$ cat config.mk
export PLATFORM = sky130hd
export DESIGN_NAME = banked_irq_ctrl
export DESIGN_NICKNAME = d
export VERILOG_FILES = /design/src/rtl/irqc_pkg.sv /design/src/rtl/irqc_decode.sv /design/src/rtl/irqc_enable_bank.sv /design/src/rtl/irqc_pending.sv /design/src/rtl/banked_irq_ctrl.sv
export SDC_FILE = /design/constraint.sdc
export NUM_CORES = 1
export LEC_CHECK = 0
export ABC_CLOCK_PERIOD_IN_PS = 1400
export CAP_MARGIN = 20
export CELL_PAD_IN_SITES_DETAIL_PLACEMENT = 0
export CELL_PAD_IN_SITES_GLOBAL_PLACEMENT = 2
export CORE_UTILIZATION = 28
export CTS_CLUSTER_SIZE = 12
export DETAILED_ROUTE_END_ITERATION = 6
export MAX_ROUTING_LAYER = met4
export PLACE_DENSITY_LB_ADDON = 0.15
export RECOVER_POWER = 50
export SETUP_SLACK_MARGIN = 0.15
export SLEW_MARGIN = 10
export SYNTH_ARGS = -nofsm -noshare
export SYNTH_HDL_FRONTEND = slang
export SYNTH_SLANG_ARGS = --single-unit
export TNS_END_PERCENT = 100
$ cat constraint.sdc
create_clock -name clk -period 1.4 [get_ports clk]
set_input_delay 0.21 -clock clk [delete_from_list [all_inputs] [get_ports clk]]
set_output_delay 0.21 -clock clk [all_outputs]
set_load 0.01 [all_outputs]
$ cat src/rtl/irqc_pkg.sv
package irqc_pkg;

  localparam int WORD_W   = 32;
  localparam int PEND_OFF = 'h200;
  localparam int SET_OFF  = 'h210;
  localparam int STRIDE   = 4;

  function automatic logic [WORD_W-1:0] w1s_w1c(input logic [WORD_W-1:0] cur,
                                                input logic [WORD_W-1:0] set_m,
                                                input logic [WORD_W-1:0] clr_m);
    return (cur | set_m) & ~clr_m;
  endfunction

  // Slot k of NSLOT slots: peripheral banks are 0..NSLOT-2, local bank is NSLOT-1.
  function automatic int pend_offset(input int k, input int nslot);
    return PEND_OFF + STRIDE * ((k + 1) % nslot);
  endfunction

  function automatic int set_offset(input int k);
    return SET_OFF + STRIDE * k;
  endfunction

  function automatic int clr_offset(input int k, input int nslot);
    return SET_OFF + STRIDE * (nslot + k);
  endfunction

endpackage

$ cat src/rtl/irqc_decode.sv
module irqc_decode #(
  parameter int ADDR_W = 12,
  parameter int NSLOT  = 3
) (
  input  logic [ADDR_W-1:0] addr,
  output logic [NSLOT-1:0]  pend_hit,
  output logic [NSLOT-1:0]  set_hit,
  output logic [NSLOT-1:0]  clr_hit
);
  import irqc_pkg::*;

  for (genvar k = 0; k < NSLOT; k++) begin : g_slot
    localparam logic [ADDR_W-1:0] P_OFF = ADDR_W'(pend_offset(k, NSLOT));
    localparam logic [ADDR_W-1:0] S_OFF = ADDR_W'(set_offset(k));
    localparam logic [ADDR_W-1:0] C_OFF = ADDR_W'(clr_offset(k, NSLOT));
    assign pend_hit[k] = (addr == P_OFF);
    assign set_hit[k]  = (addr == S_OFF);
    assign clr_hit[k]  = (addr == C_OFF);
  end

endmodule

$ cat src/rtl/irqc_enable_bank.sv
module irqc_enable_bank #(
  parameter int W = 32
) (
  input  logic         clk,
  input  logic         rst_n,
  input  logic         set_stb,
  input  logic         clr_stb,
  input  logic [W-1:0] wdata,
  output logic [W-1:0] en_q
);
  import irqc_pkg::*;

  localparam logic [WORD_W-1:0] ZERO = '0;

  logic [WORD_W-1:0] set_m, clr_m, nxt;

  assign set_m = set_stb ? WORD_W'(wdata) : ZERO;
  assign clr_m = clr_stb ? WORD_W'(wdata) : ZERO;
  assign nxt   = w1s_w1c(WORD_W'(en_q), set_m, clr_m);

  always_ff @(posedge clk or negedge rst_n) begin
    if (!rst_n)                en_q <= '0;
    else if (set_stb || clr_stb) en_q <= nxt[W-1:0];
  end

endmodule

$ cat src/rtl/irqc_pending.sv
module irqc_pending #(
  parameter int W = 32
) (
  input  logic [W-1:0] src,
  input  logic [W-1:0] en,
  output logic [W-1:0] pend,
  output logic         any
);
  assign pend = src & en;
  assign any  = |pend;
endmodule

$ cat src/rtl/banked_irq_ctrl.sv
module banked_irq_ctrl #(
  parameter int ADDR_W    = 12,
  parameter int DATA_W    = 32,
  parameter int NUM_BANKS = 2,
  parameter int BANK_W    = 32,
  parameter int LOCAL_W   = 8
) (
  input  logic                        clk,
  input  logic                        rst_n,
  input  logic [NUM_BANKS*BANK_W-1:0] irq_src_i,
  input  logic [LOCAL_W-1:0]          local_src_i,
  input  logic [ADDR_W-1:0]           bus_addr,
  input  logic                        bus_we,
  input  logic [DATA_W-1:0]           bus_wdata,
  input  logic                        bus_re,
  output logic [DATA_W-1:0]           bus_rdata,
  output logic                        irq_o
);
  localparam int NSLOT = NUM_BANKS + 1;
  localparam int LSLOT = NUM_BANKS;

  logic [NSLOT-1:0]        pend_hit, set_hit, clr_hit;
  logic [NSLOT-1:0]        set_stb, clr_stb;
  logic [NSLOT-1:0]        slot_any;
  logic [DATA_W-1:0]       en_word   [NSLOT];
  logic [DATA_W-1:0]       pend_word [NSLOT];
  logic [NSLOT*DATA_W-1:0] en_flat;
  logic [DATA_W-1:0]       rd_mux;
  logic                    any_pend;
  logic                    pend_wr_hit;

  irqc_decode #(.ADDR_W(ADDR_W), .NSLOT(NSLOT)) u_dec (
    .addr(bus_addr), .pend_hit(pend_hit), .set_hit(set_hit), .clr_hit(clr_hit)
  );

  assign set_stb     = set_hit & {NSLOT{bus_we}};
  assign clr_stb     = clr_hit & {NSLOT{bus_we}};
  assign pend_wr_hit = bus_we & (|pend_hit);

  for (genvar k = 0; k < NUM_BANKS; k++) begin : g_bank
    logic [BANK_W-1:0] en_b, pend_b;
    irqc_enable_bank #(.W(BANK_W)) u_en (
      .clk(clk), .rst_n(rst_n), .set_stb(set_stb[k]), .clr_stb(clr_stb[k]),
      .wdata(bus_wdata[BANK_W-1:0]), .en_q(en_b)
    );
    irqc_pending #(.W(BANK_W)) u_pend (
      .src(irq_src_i[k*BANK_W +: BANK_W]), .en(en_b), .pend(pend_b), .any(slot_any[k])
    );
    assign en_word[k]   = DATA_W'(en_b);
    assign pend_word[k] = DATA_W'(pend_b);
  end

  logic [LOCAL_W-1:0] en_l, pend_l;
  irqc_enable_bank #(.W(LOCAL_W)) u_en_local (
    .clk(clk), .rst_n(rst_n), .set_stb(set_stb[LSLOT]), .clr_stb(clr_stb[LSLOT]),
    .wdata(bus_wdata[LOCAL_W-1:0]), .en_q(en_l)
  );
  irqc_pending #(.W(LOCAL_W)) u_pend_local (
    .src(local_src_i), .en(en_l), .pend(pend_l), .any(slot_any[LSLOT])
  );
  assign en_word[LSLOT]   = DATA_W'(en_l);
  assign pend_word[LSLOT] = DATA_W'({slot_any[NUM_BANKS-1:0], pend_l});

  for (genvar k = 0; k < NSLOT; k++) begin : g_flat
    assign en_flat[k*DATA_W +: DATA_W] = en_word[k];
  end

  assign any_pend = |slot_any;

  always_comb begin
    rd_mux = '0;
    for (int k = 0; k < NSLOT; k++) begin
      if (pend_hit[k])              rd_mux = rd_mux | pend_word[k];
      if (set_hit[k] || clr_hit[k]) rd_mux = rd_mux | en_word[k];
    end
  end

  always_ff @(posedge clk or negedge rst_n) begin
    if (!rst_n) begin
      bus_rdata <= '0;
      irq_o     <= 1'b0;
    end else begin
      bus_rdata <= bus_re ? rd_mux : '0;
      irq_o     <= any_pend;
    end
  end

endmodule

# Word level (Yosys, flattened, before mapping)
# Cells that the tools add are included.
# W data, S select, Z words.
[classes]
n_eq_ne = 9
muxes = 13
bitwise = 19
n_reduce_logical = 9
[ops]
columns = ["operator", "n"]
rows = [
  ["$mux W32", 11],
  ["$or A32 B32 Y32", 5],
  ["$and A32 B32 Y32", 4],
  ["$eq A12 B10 Y1 const B", 9],
  ["$reduce_or A72 Y1", 1],
  ["$not A32 Y32", 2],
  ["$reduce_or A32 Y1", 2],
  ["$or A32 B10 Y32", 1],
  ["$or A32 B8 Y32", 1],
  ["$and A8 B8 Y8", 2],
  ["$mux W8", 2],
  ["$not A8 Y8", 1],
  ["$or A8 B8 Y8", 1],
  ["$and A3 B3 Y3", 2],
  ["$logic_or A1 B1 Y1", 6],
]
[totals]
regBits = 105

# Logic depth before layout (Yosys ltp)
# Gate-level depths: netlist (run 1).
[logic_depth]
word_depth = 13
ltp_mapped = 6
ltp_nobuf = 4

# Cells and area by module
# From an unflattened synthesis (run 1), not the netlist that was laid out.
[hier_totals]
hier_cells = 509
hier_area_um2 = 5240.0
[by_module_without_submodules]
columns = ["mod", "cells_each", "seq_area_each_um2", "area_per_inst_um2", "n_inst"]
rows = [
  ["irqc_enable_bank (g_bank[0].u_en ...)", 102, 800.8, 1169.9, 2],
  ["banked_irq_ctrl", 158, 825.8, 1736.7, 1],
  ["irqc_pending (g_bank[0].u_pend ...)", 45, 0.0, 297.8, 2],
  ["irqc_enable_bank (u_en_local)", 26, 200.2, 356.6, 1],
  ["irqc_decode", 20, 0.0, 137.6, 1],
  ["irqc_pending (u_pend_local)", 11, 0.0, 73.8, 1],
]

# Worst setup path after synthesis (run 1)
# OpenSTA, ideal clock, no wires.
[synth_timing]
kind = "input -> register"
startpoint = "input port bus_addr[1]"
endpoint = "register g_bank[0].u_en.en_q[10]"
slack_ns = -0.211
path_stages = 5
t_required_ns = 1.323
arrival_ns = 1.533
cell_sequence = "or4_1 -> nor4_4 -> buf_4 -> a21oi_1 -> a21oi_1"
[synth_via]
elab_chain_len = 5
word_cells_on_any_way = 10
cone_classes = "eq/ne (2); mux (2); bitwise (5); reduce/logical (1)"
[synth_rtl]
columns = ["item", "line", "source"]
rows = [
  ["from (decl)", "banked_irq_ctrl.sv:12", "input logic [ADDR_W-1:0] bus_addr,"],
  ["$eq A12 B10 Y1, on equally long branches", "irqc_decode.sv:17, irqc_decode.sv:18", ""],
  ["$and A3 B3 Y3, on equally long branches", "banked_irq_ctrl.sv:36, banked_irq_ctrl.sv:37", ""],
  ["$mux W32, on equally long branches", "irqc_enable_bank.sv:17, irqc_enable_bank.sv:18", ""],
  ["$or A32 B32 Y32 / $not A32 Y32 (equally long branches)", "irqc_pkg.sv:11", "return (cur | set_m) & ~clr_m;"],
  ["$and A32 B32 Y32", "irqc_pkg.sv:11", ""],
  ["to (signal assigned)", "irqc_enable_bank.sv:23", "else if (set_stb || clr_stb) en_q <= nxt[W-1:0];"],
  ["to (decl)", "irqc_enable_bank.sv:9", "output logic [W-1:0] en_q"],
]
# Parallel ways exist; a longest one is shown, timed or not.
# A chain may end at the register's enable or synchronous reset.

# Final worst setup path (run 1)
[layout_timing]
startpoint = "register g_bank[1].u_en.en_q[25]"
endpoint = "register irq_o"
[layout_via]
elab_chain_len = 2
[layout_rtl]
columns = ["item", "line", "source"]
rows = [
  ["from (decl)", "irqc_enable_bank.sv:9", ""],
  ["from (signal assigned)", "irqc_enable_bank.sv:23", ""],
  ["$and A32 B32 Y32", "irqc_pending.sv:9", "assign pend = src & en;"],
  ["$reduce_or A72 Y1", "banked_irq_ctrl.sv:68", "assign any_pend = |slot_any;"],
  ["named net any_pend", "banked_irq_ctrl.sv:29", "logic any_pend;"],
  ["to (signal assigned)", "banked_irq_ctrl.sv:84", "irq_o <= any_pend;"],
  ["to (decl)", "banked_irq_ctrl.sv:17", "output logic irq_o"],
]
# The timed path passes the listed nets, and every way through them passes these cells.

==> results of run 1 <==
synthesized netlist by cell type, types with 3 or more instances:
library cell	number
a22oi_1	32
nand2_1	71
buf_2	12
nand4_1	10
a211oi_1	8
buf_4	3
a21oi_1	186
inv_1	14
a21o_1	4
clkbuf_1	21
a311o_1	4
a32o_1	22
a31oi_1	8
a2bb2oi_1	4
a211o_1	5
o221ai_1	4
nor4_1	3
dfrtp_1	105
layout by cell type, fill, tap and decap left out, types with 3 or more instances in the layout:
cell type	netlist	routed
buf_4	3	133
a32o_1	22	18
a21oi_2	0	95
a21oi_1	186	63
a211o_1	5	4
clkdlybuf4s50_1	0	104
nor4_4	2	3
a32o_2	0	4
buf_6	0	22
a2bb2oi_1	4	4
a22oi_1	32	24
buf_2	12	3
a211oi_2	0	4
buf_12	0	13
buf_16	0	11
inv_1	14	14
nand4_1	10	10
o221ai_2	0	4
or4b_4	1	3
dlygate4sd2_1	0	22
buf_8	0	7
nand2_2	0	4
nor4b_4	1	4
a31oi_4	0	6
clkbuf_16	0	12
nand2_1	71	67
a22oi_2	0	8
a211oi_4	0	3
a311o_1	4	4
a21oi_4	0	28
dfrtp_1	105	105
a21o_1	4	4
clkdlybuf4s15_1	0	11
routing by layer:
metal	vias to the layer above	wire (µm)	part of all wire (%)	track usage (%)
met1	3099	11600	43	35.0
met2	233	13100	48	44.8
met3	44	1430	5.3	4.83
met5	-	0	0	-
met4	0	871	3.2	13.0
li1	2757	-	-	-
report_power, final:
group          internal, µW  switching [µW]  total, µW
Sequential             3040            9.03       3050
Clock                  1400            1280       2680
Combinational           528             536       1060
Total                  4970            1830       6800
layout make-up:
| type | count | area share, % |
|---|---|---|
| clock buffers | 10 | 2.26 |
| repair buffers | 333 | 33.4 |
| well taps | 229 | 2.83 |
| inverters | 14 | 0.520 |
| clock inverters | 6 | 0.668 |
| multi-input cells | 402 | 34.3 |
| flip-flops and latches | 105 | 26.0 |
final timing paths:
kind	start	to	slack, ns	depth (start not counted)
max in group asynchronous	rst_n	g_bank[1].u_en.en_q[2]	0.19	3
min reg2reg	g_bank[1].u_en.en_q[14]	bus_rdata[14]	0.57	1
max	g_bank[1].u_en.en_q[25]	irq_o	-0.23	5
min in group clk	bus_addr[5]	bus_rdata[9]	0.47	6
min	rst_n	bus_rdata[3]	0.39	2
max reg2reg	g_bank[1].u_en.en_q[25]	irq_o	-0.23	5
worst register-to-register path, stage by stage (launching register included):
cell,delay [ns]
dfrtp_1,0.43
a22oi_2,0.29
nand4_1,0.18
nor4_2,0.30
buf_4,0.18
nand4_1,0.10
metrics by stage:
step	utilization (%)	instance area (µm²)	instances	hold WS [ns]	setup TNS (ns)
finish	55.5	10100	1099	0.393	-8.26
global route	55.5	10100	1099	0.451	-11.50
CTS	51.7	9410	1092	0.302	-6.88
detailed placement	45.4	8260	1046	0.128	-77.84
global placement	45.4	8260	1046	0.122	-74.69
floorplan	-	5480	558	-0.0856	-11.88
state kept, by name, indices dropped and copies added, names as in the netlist:
| signal | count |
|---|---|
| bus_rdata | 32 |
| g_bank.u_en.en_q | 64 |
| irq_o | 1 |
| u_en_local.en_q | 8 |
what timing repair did:
action | CTS | global route
gates resized for setup | 213 | 121
setup buffers | 19 | 4
pin swaps | 85 | 44
hold buffers | 1 | 0
endpoints found under the setup margin | 138 | 113
gates cloned | 10 | 3
hold endpoints to repair | 16 | 0
cell families after synthesis:
family / Yosys count / synth area share (%)
AO/OA/AOI/OAI: 288 / 33.7
AND/OR/NAND/NOR: 113 / 12.2
flip-flops: 105 / 49.9
buffers and inverters: 52 / 4.21
==> flow_metrics.py, run 1 <==
metrics = {
    "detailed_routing": {
        "first_pass_iters": 7,
        "route.detailed.drc": 11,
        "drtIter0Drc": 460,
        "viasPerCell": 5.58,
        "finalWirelength_um": 27000,
        "num_vias": 6133,
        "wl_per_cell_um": 24.6,
        "drtAntennaViolNets": 0,
    },
    "placement": {
        "port_buffers": 152,
        "finalWeightedCongestion": 0.895,
        "dp_hpwl_um": 17500,
        "place_ws_ns": -0.830,
    },
    "global_route": {
        "grt.total_usage_pct": 28.2,
        "grt_pass1_wl_um": 38600,
        "grt_overflow": 0,
        "antenna_found_initial": 0,
        "grt_pass1_vias": 6371,
        "grt_max_degree": 54,
    },
    "cells_and_area": {
        "seqCellArea_um2": 2630,
        "fillers": 1588,
        "nNetsFinal": 985,
        "area_delta_synth_final_pct": 92.2,
        "diodes": 0,
        "multi_input_area_um2": 3470,
        "drive_above_1_share_pct": 45.1,
    },
    "logic_synthesis": {
        "synth_area_um2": 5260,
        "synth_cell_types": 47,
        "synth-edff-count": 0,
        "async_flop_share_pct": 100,
        "synthFlopType": "dfrtp_1",
        "ys_ff_latch": 105,
        "ys_seq_area_share_pct": 49.9,
        "syn_inst": 558,
        "synth_top_cell_area_share_pct": 49.9,
        "yosysTopAreaCell": "dfrtp_1",
        "avgSynthCellArea_um2": 9.43,
        "synth_area_leaders": "dfrtp_1 50%, a21oi_1 18%, nand2_1 5.1%",
        "yosysWarnings": 0,
        "syn_nets": 678,
    },
    "timing": {
        "setup_violations": 67,
        "worst_pin_slew_ns": 0.597,
        "skew_ns": 0.00979,
        "fin_crit_sh_pct": 116,
        "hold_viol": 0,
        "final.setup.worst_slack_ns": -0.227,
        "slew_headroom_pct": 60.2,
        "fmax_mhz": 615,
        "rsz0062_at_grt": "true",
        "period_needed_ns": 1.63,
        "drv_slew": 0,
    },
    "cts": {
        "cts_tree": "yes",
        "cts-root-buf": "clkbuf_16",
        "clock-sinks": 105,
        "clk_latency_ns": 0.36,
        "htreeDepth": 3,
        "clockBufferDepth": 2,
        "numCtsBuffers": 9,
        "path_clk_slew_ns": 0.08,
    },
    "setup_path": {
        "arrival_ns": 1.84,
        "max_stage_delay_ns": 0.43,
        "cp.required_ns": 1.62,
        "cp_max_fo": 2,
        "start_kind": "flop",
        "cpMostUsedCell": "nand4_1",
        "cp_cell_sequence": "a22oi_2 > nand4_1 > nor4_2 > buf_4 > nand4_1",
        "cp_top_family": "simple AND/OR/NAND/NOR gates",
        "endpoint_kind": "flop",
        "timing.critical_path.buf_inv": 1,
        "cp_slowest_cell": "dfrtp_1",
        "critPathKind": "reg2reg",
    },
    "floorplanning": {
        "rows": 49,
        "core_um2": 18200,
        "die_h_um": 139,
        "start_util_pct": 28.9,
        "die_area_um2": 19300,
        "pin_count": 153,
        "die_w_um": 139,
    },
    "power": {
        "irDropWorstVdd_mv": 0.620,
        "p_leak_uw": 0.00422,
        "power_uw": 6800,
        "power.density_nw_per_um2": 672,
    },
    "status": {
        "failed_checks": "design-rule violations, negative setup slack",
        "status": "finished with violations",
    },
    "worst_hold_path": {
        "hp-class": "in2async",
    },
    "job": {
        "drv_cap": 0,
    },
}
No activity file was read; power rests on OpenSTA's default activity.
==> run 2, diff against run 1 <==
--- a/config.mk
+++ b/config.mk
@@ -9,6 +9,7 @@
 export CAP_MARGIN = 20
 export CELL_PAD_IN_SITES_DETAIL_PLACEMENT = 0
 export CELL_PAD_IN_SITES_GLOBAL_PLACEMENT = 2
+export CORE_MARGIN = 8
 export CORE_UTILIZATION = 28
 export CTS_CLUSTER_SIZE = 12
 export DETAILED_ROUTE_END_ITERATION = 6
==> run 2 against run 1 <==
Effect of this change:
- the run ends with negative setup slack left
- largest power group unchanged
- die area up 21%
- final area is 2.2% higher
- hold slack better by 0.074 ns
- sequential share of layout area shrank 0.56 points
- setup slack got worse by 0.030 ns
- register-to-register slack better by 0.097 ns
- maximum frequency fell by 1.8%
- utilization up 0.081 points
- clock power increased by 7%
- sequential cell count is the same
==> flow_metrics.py, run 2 (same netlist as run 1, synthesis figures left out) <==
metrics = {
    "timing": {
        "slew_headroom_pct": 41.6,
        "setup_violations": 75,
        "hold_viol": 0,
        "rsz0062_at_grt": "true",
        "period_needed_ns": 1.66,
        "fin_crit_sh_pct": 118,
        "final.setup.worst_slack_ns": -0.257,
        "tns_ns": -13.05,
        "worst_pin_slew_ns": 0.875,
        "drv_slew": 0,
        "skew_ns": 0.00914,
        "hold_ws_ns": 0.466,
        "fmax_mhz": 603,
    },
    "cts": {
        "numCtsBuffers": 9,
        "cts_tree": "yes",
        "clk_latency_ns": 0.36,
        "path_clk_slew_ns": 0.07,
        "htreeDepth": 3,
        "clockBufferDepth": 2,
        "clock-sinks": 105,
        "cts-root-buf": "clkbuf_16",
    },
    "placement": {
        "place_area_um2": 8240,
        "dp_hpwl_um": 18900,
        "finalWeightedCongestion": 0.886,
        "placedCellCount": 1046,
        "port_buffers": 152,
    },
    "cells_and_area": {
        "seqCellArea_um2": 2630,
        "final-instance-count-excl-fill": 1107,
        "regMostFlops": "g_bank.u_en.en_q",
        "fillers": 1617,
        "final_cell_mix": "122 x buf_4, 105 x dfrtp_1, 105 x clkdlybuf4s50_1",
        "drive_above_1_share_pct": 47.1,
        "fin_area_um2": 10300,
        "multi_input_area_um2": 3600,
        "nNetsFinal": 990,
        "final_common_cell": "buf_4",
        "largest_reg_flops": 64,
        "area_delta_synth_final_pct": 96.4,
        "reg.largest.list": "g_bank.u_en.en_q x64, bus_rdata x32, u_en_local.en_q x8",
        "diodes": 0,
        "final_core_util_pct": 55.6,
    },
    "floorplanning": {
        "die_w_um": 153,
        "die_area_um2": 23400,
        "start_util_pct": 28.3,
        "core_um2": 18600,
        "pin_count": 153,
        "rows": 50,
        "die_h_um": 153,
    },
    "detailed_routing": {
        "viasPerCell": 5.66,
        "finalWirelength_um": 29800,
        "wl_per_cell_um": 26.9,
        "drtAntennaViolNets": 0,
        "drtIter0Drc": 424,
        "route.detailed.drc": 0,
        "num_vias": 6268,
        "first_pass_iters": 4,
    },
    "setup_path": {
        "cpMostUsedCell": "buf_6",
        "cp_top_family": "simple AND/OR/NAND/NOR gates",
        "timing.critical_path.buf_inv": 5,
        "cp.required_ns": 1.68,
        "critPathKind": "in2reg",
        "cp_cell_sequence": "buf_6 > or4_4 > buf_6 > buf_12 > nor4_4 > buf_6 > buf_12 > a21oi_2 > a21oi_1",
        "start_kind": "primary input",
        "endpoint_kind": "flop",
        "cp_max_fo": 8,
        "max_stage_delay_ns": 0.54,
        "cp_slowest_cell": "or4_4",
        "arrival_ns": 1.93,
    },
    "power": {
        "power.density_nw_per_um2": 683,
        "irDropWorstVdd_mv": 0.594,
        "power_frac_comb_pct": 16.3,
        "p_leak_uw": 0.00433,
        "seqPwrFrac_pct": 43.3,
        "p_switching_uw": 1800,
        "p_clk_share_pct": 40.4,
        "internal_power_uw": 5260,
        "switching_share_pct": 25.4,
    },
    "global_route": {
        "grt.total_usage_pct": 25.3,
        "grt_max_degree": 38,
        "grt_pass1_wl_um": 43200,
        "grt_pass1_vias": 6665,
        "antenna_found_initial": 0,
        "grt_overflow": 0,
    },
    "job": {
        "drv_cap": 0,
    },
    "worst_hold_path": {
        "hp-class": "in2reg",
    },
    "status": {
        "status": "finished with violations",
        "failed_checks": "negative setup slack",
    },
}
run 2: power groups by stage:
| stage | logic (µW) | clock network [µW] | registers [µW] |
|---|---|---|---|
| global route | 1200 | 2970 | 3060 |
| global placement | 949 | 0 | 3110 |
| floorplan | 188 | 0 | 3110 |
| CTS | 1070 | 2880 | 3050 |
| detailed placement | 949 | 0 | 3110 |
| finish | 1150 | 2860 | 3050 |
run 2: area by class of cell:
type,count,area share [%]
tap,234,2.83
clock buffer,11,2.45
inverter,14,0.508
timing repair buffer,336,33.3
multi-input combinational,404,34.8
sequential,105,25.4
clock inverter,3,0.630
run 2: repair_timing:
action | CTS | global route
hold endpoints to repair | 25 | 0
setup buffers | 22 | 8
pin swaps | 94 | 43
cloned | 16 | 0
setup endpoints to repair | 138 | 115
hold buffers | 1 | 0
gates resized for setup | 247 | 129
run 2: stage by stage:
| step | power, µW | setup WS, ns |
|---|---|---|
| 2_1_floorplan | 3300 | -0.180 |
| 3_3_place_gp | 4060 | -0.867 |
| 3_5_place_dp | 4060 | -0.828 |
| 4_1_cts | 7000 | -0.187 |
| 5_1_grt | 7230 | -0.307 |
| 6_report | 7060 | -0.257 |
run 2: routing by layer:
layer  part of all wire (%)  wire [µm]  vias up  global-route usage [%]
met4                    3.1        936        0                    8.25
met3                    6.1       1820       58                    4.31
met1                     43      12700     3158                    32.1
li1                       -          -     2759                       -
met2                     48      14300      293                    40.5
met5                      0          0        -                       -
run 2: worst reg2reg max path, cell delays in order, from the launching register on:
cell	delay, ns
dfrtp_1	0.40
a22oi_2	0.24
nand4_1	0.22
nor4_2	0.29
buf_4	0.17
nand4_1	0.08
run 2: worst paths after layout:
| path | startpoint | end | slack (ns) | cells after the start |
|---|---|---|---|---|
| min in group asynchronous | rst_n | g_bank[0].u_en.en_q[16] | 0.50 | 2 |
| max | bus_addr[6] | g_bank[1].u_en.en_q[12] | -0.26 | 9 |
| min | bus_addr[5] | bus_rdata[8] | 0.47 | 6 |
| min reg2reg | u_en_local.en_q[4] | u_en_local.en_q[4] | 0.56 | 2 |
| max in group asynchronous | rst_n | g_bank[1].u_en.en_q[0] | 0.08 | 3 |
| max reg2reg | g_bank[0].u_en.en_q[19] | irq_o | -0.13 | 5 |
==> run 3, diff against run 2 <==
--- a/config.mk
+++ b/config.mk
@@ -13,6 +13,7 @@
 export CORE_UTILIZATION = 28
 export CTS_CLUSTER_SIZE = 12
 export DETAILED_ROUTE_END_ITERATION = 6
+export GPL_TIMING_DRIVEN = 0
 export MAX_ROUTING_LAYER = met4
 export PLACE_DENSITY_LB_ADDON = 0.15
 export RECOVER_POWER = 50
==> run 3 against run 2 <==
Effect of this change:
- the flow still finishes with violations (negative setup slack)
- largest cell class unchanged
- critical path depth shrank 5
- wire length shrank 7.7%
- setup slack lost 0.0084 ns
- cell count is 6.1% lower
- maximum frequency shrank 0.50%
==> flow_metrics.py, run 3 (same netlist as run 1, synthesis figures left out) <==
metrics = {
    "cells_and_area": {
        "nNetsFinal": 920,
        "reg.largest.list": "g_bank.u_en.en_q x64, bus_rdata x32, u_en_local.en_q x8",
        "final_cell_mix": "110 x a21oi_2, 105 x clkdlybuf4s50_1, 104 x dfrtp_1",
        "diodes": 0,
        "final-instance-count-excl-fill": 1039,
        "fin_area_um2": 9680,
        "final_common_cell": "a21oi_2",
        "drive_above_1_share_pct": 40.9,
        "area_delta_synth_final_pct": 84.0,
        "regMostFlops": "g_bank.u_en.en_q",
        "largest_reg_flops": 64,
    },
    "setup_path": {
        "timing.rr.start": "g_bank[1].u_en.en_q[25]",
        "worstRegToRegCells": 4,
        "ff2ff_setup_slack_ns": -0.27,
        "cp_max_fo": 2,
        "arrival_ns": 1.88,
        "start_kind": "flop",
        "cp.required_ns": 1.62,
        "critPathKind": "reg2reg",
        "worstReg2RegEnd": "bus_rdata[9]",
        "endpoint_kind": "flop",
    },
    "power": {
        "seqPwrFrac_pct": 47.0,
        "power_frac_comb_pct": 15.6,
        "p_leak_uw": 0.00405,
        "p_clk_share_pct": 37.4,
        "power.density_nw_per_um2": 671,
        "switching_share_pct": 26.8,
        "irDropWorstVdd_mv": 0.565,
        "p_switching_uw": 1740,
        "internal_power_uw": 4760,
    },
    "cts": {
        "clk_latency_ns": 0.36,
        "numCtsBuffers": 9,
        "clockBufferDepth": 2,
        "path_clk_slew_ns": 0.07,
        "cts-root-buf": "clkbuf_16",
        "clock-sinks": 105,
        "cts_tree": "yes",
        "htreeDepth": 3,
    },
    "placement": {
        "place_area_um2": 7320,
        "dp_hpwl_um": 19400,
        "port_buffers": 152,
        "finalWeightedCongestion": 0.898,
        "placedCellCount": 945,
    },
    "floorplanning": {
        "rows": 50,
        "die_h_um": 153,
        "pin_count": 153,
        "die_area_um2": 23400,
        "start_util_pct": 28.3,
        "core_um2": 18600,
        "die_w_um": 153,
    },
    "timing": {
        "slew_headroom_pct": 49.0,
        "setup_violations": 101,
        "hold_viol": 0,
        "rsz0062_at_grt": "true",
        "fin_crit_sh_pct": 119,
        "fmax_mhz": 600,
        "drv_slew": 0,
        "worst_pin_slew_ns": 0.765,
        "final.setup.worst_slack_ns": -0.266,
        "skew_ns": 0.00775,
        "period_needed_ns": 1.67,
        "hold_ws_ns": 0.397,
    },
    "detailed_routing": {
        "route.detailed.drc": 0,
        "drtAntennaViolNets": 0,
        "drtIter0Drc": 515,
        "viasPerCell": 5.75,
        "first_pass_iters": 5,
        "finalWirelength_um": 27500,
        "num_vias": 5977,
        "wl_per_cell_um": 26.5,
    },
    "worst_hold_path": {
        "min_from": "bus_addr[4]",
        "hp-class": "in2reg",
        "whs_endpoint": "g_bank[1].u_en.en_q[27]",
        "holdPathStages": 5,
    },
    "global_route": {
        "grt_pass1_wl_um": 39700,
        "antenna_found_initial": 0,
        "grt_max_degree": 80,
        "grt.total_usage_pct": 23.2,
        "grt_pass1_vias": 6161,
        "grt_overflow": 0,
    },
    "status": {
        "failed_checks": "negative setup slack",
        "status": "finished with violations",
    },
    "job": {
        "drv_cap": 0,
    },
}
## run 3: cell types whose count changed in the layout (fill, tap and decap cells not counted), sizes merged
cell / change
bufbuf: +1
bufinv: -2
clkdlybuf4s15: -8
dlygate4sd2: +8
and2: -3
clkinv: -1
clkbuf: +19
clkinvlp: +4
buf: -86
## run 3: stage by stage
| stage | setup slack, ns | power, µW | setup TNS, ns | util [%] |
|---|---|---|---|---|
| 2_1_floorplan | -0.180 | 3300 | -11.88 | - |
| 3_3_place_gp | -4.08 | 3920 | -556.60 | 39.3 |
| 3_5_place_dp | -1.57 | 3930 | -131.73 | 39.4 |
| 4_1_cts | -0.217 | 6450 | -7.01 | 48.5 |
| 5_1_grt | -0.286 | 6690 | -24.02 | 52.1 |
| 6_report | -0.266 | 6500 | -12.51 | 52.1 |
## run 3: repair_timing
| item | 4_1_cts | 5_1_grt |
|---|---|---|
| setup buffers | 38 | 27 |
| cloned | 10 | 2 |
| hold endpoints to repair | 26 | 0 |
| resized for setup | 302 | 104 |
| pin swaps | 98 | 46 |
| hold buffers | 1 | 0 |
| endpoints found under the setup margin | 138 | 109 |
## run 3: area by class of cell
class                   count  area (µm²)
multi-input cells         401        3330
well taps                 234         293
repair buffers            231        2560
clock inverters             4        30.0
flip-flops and latches    105        2630
fillers                  1657        8900
plain buffers              38         553
inverters                  14        52.6
clock buffers              12         236
## run 3: routing by layer
| metal | track usage [%] | part of all wire, % | vias up |
|---|---|---|---|
| met5 | - | 0 | - |
| met4 | 8.67 | 3.1 | 0 |
| met3 | 3.55 | 5.8 | 51 |
| met2 | 36.6 | 47 | 277 |
| met1 | 29.8 | 44 | 3025 |
| li1 | - | - | 2624 |
## run 3: power groups by stage
| stage | clock, µW | combinational (µW) | sequential [µW] |
|---|---|---|---|
| floorplan | 0 | 188 | 3110 |
| global placement | 0 | 805 | 3120 |
| detailed placement | 0 | 812 | 3120 |
| CTS | 2450 | 951 | 3060 |
| global route | 2570 | 1060 | 3060 |
| finish | 2430 | 1010 | 3060 |
## run 3: worst max-delay path by stage
stage	startpoint	end	slack [ns]	cells after the start
global placement	rst_n	g_bank[1].u_en.en_q[31]	-4.08	1
global route	g_bank[1].u_en.en_q[9]	irq_o	-0.29	4
floorplan	bus_addr[1]	g_bank[0].u_en.en_q[10]	-0.18	5
finish	g_bank[1].u_en.en_q[25]	bus_rdata[9]	-0.27	4
detailed placement	bus_addr[8]	g_bank[0].u_en.en_q[18]	-1.57	6
CTS	g_bank[1].u_en.en_q[25]	bus_rdata[9]	-0.22	4
## run 3: worst max-delay path, stage by stage, from the launching register on
cell     delay (ns)
dfrtp_1        0.42
a22oi_2        0.30
nand4_1        0.22
nor4_4         0.42
o22ai_1        0.17
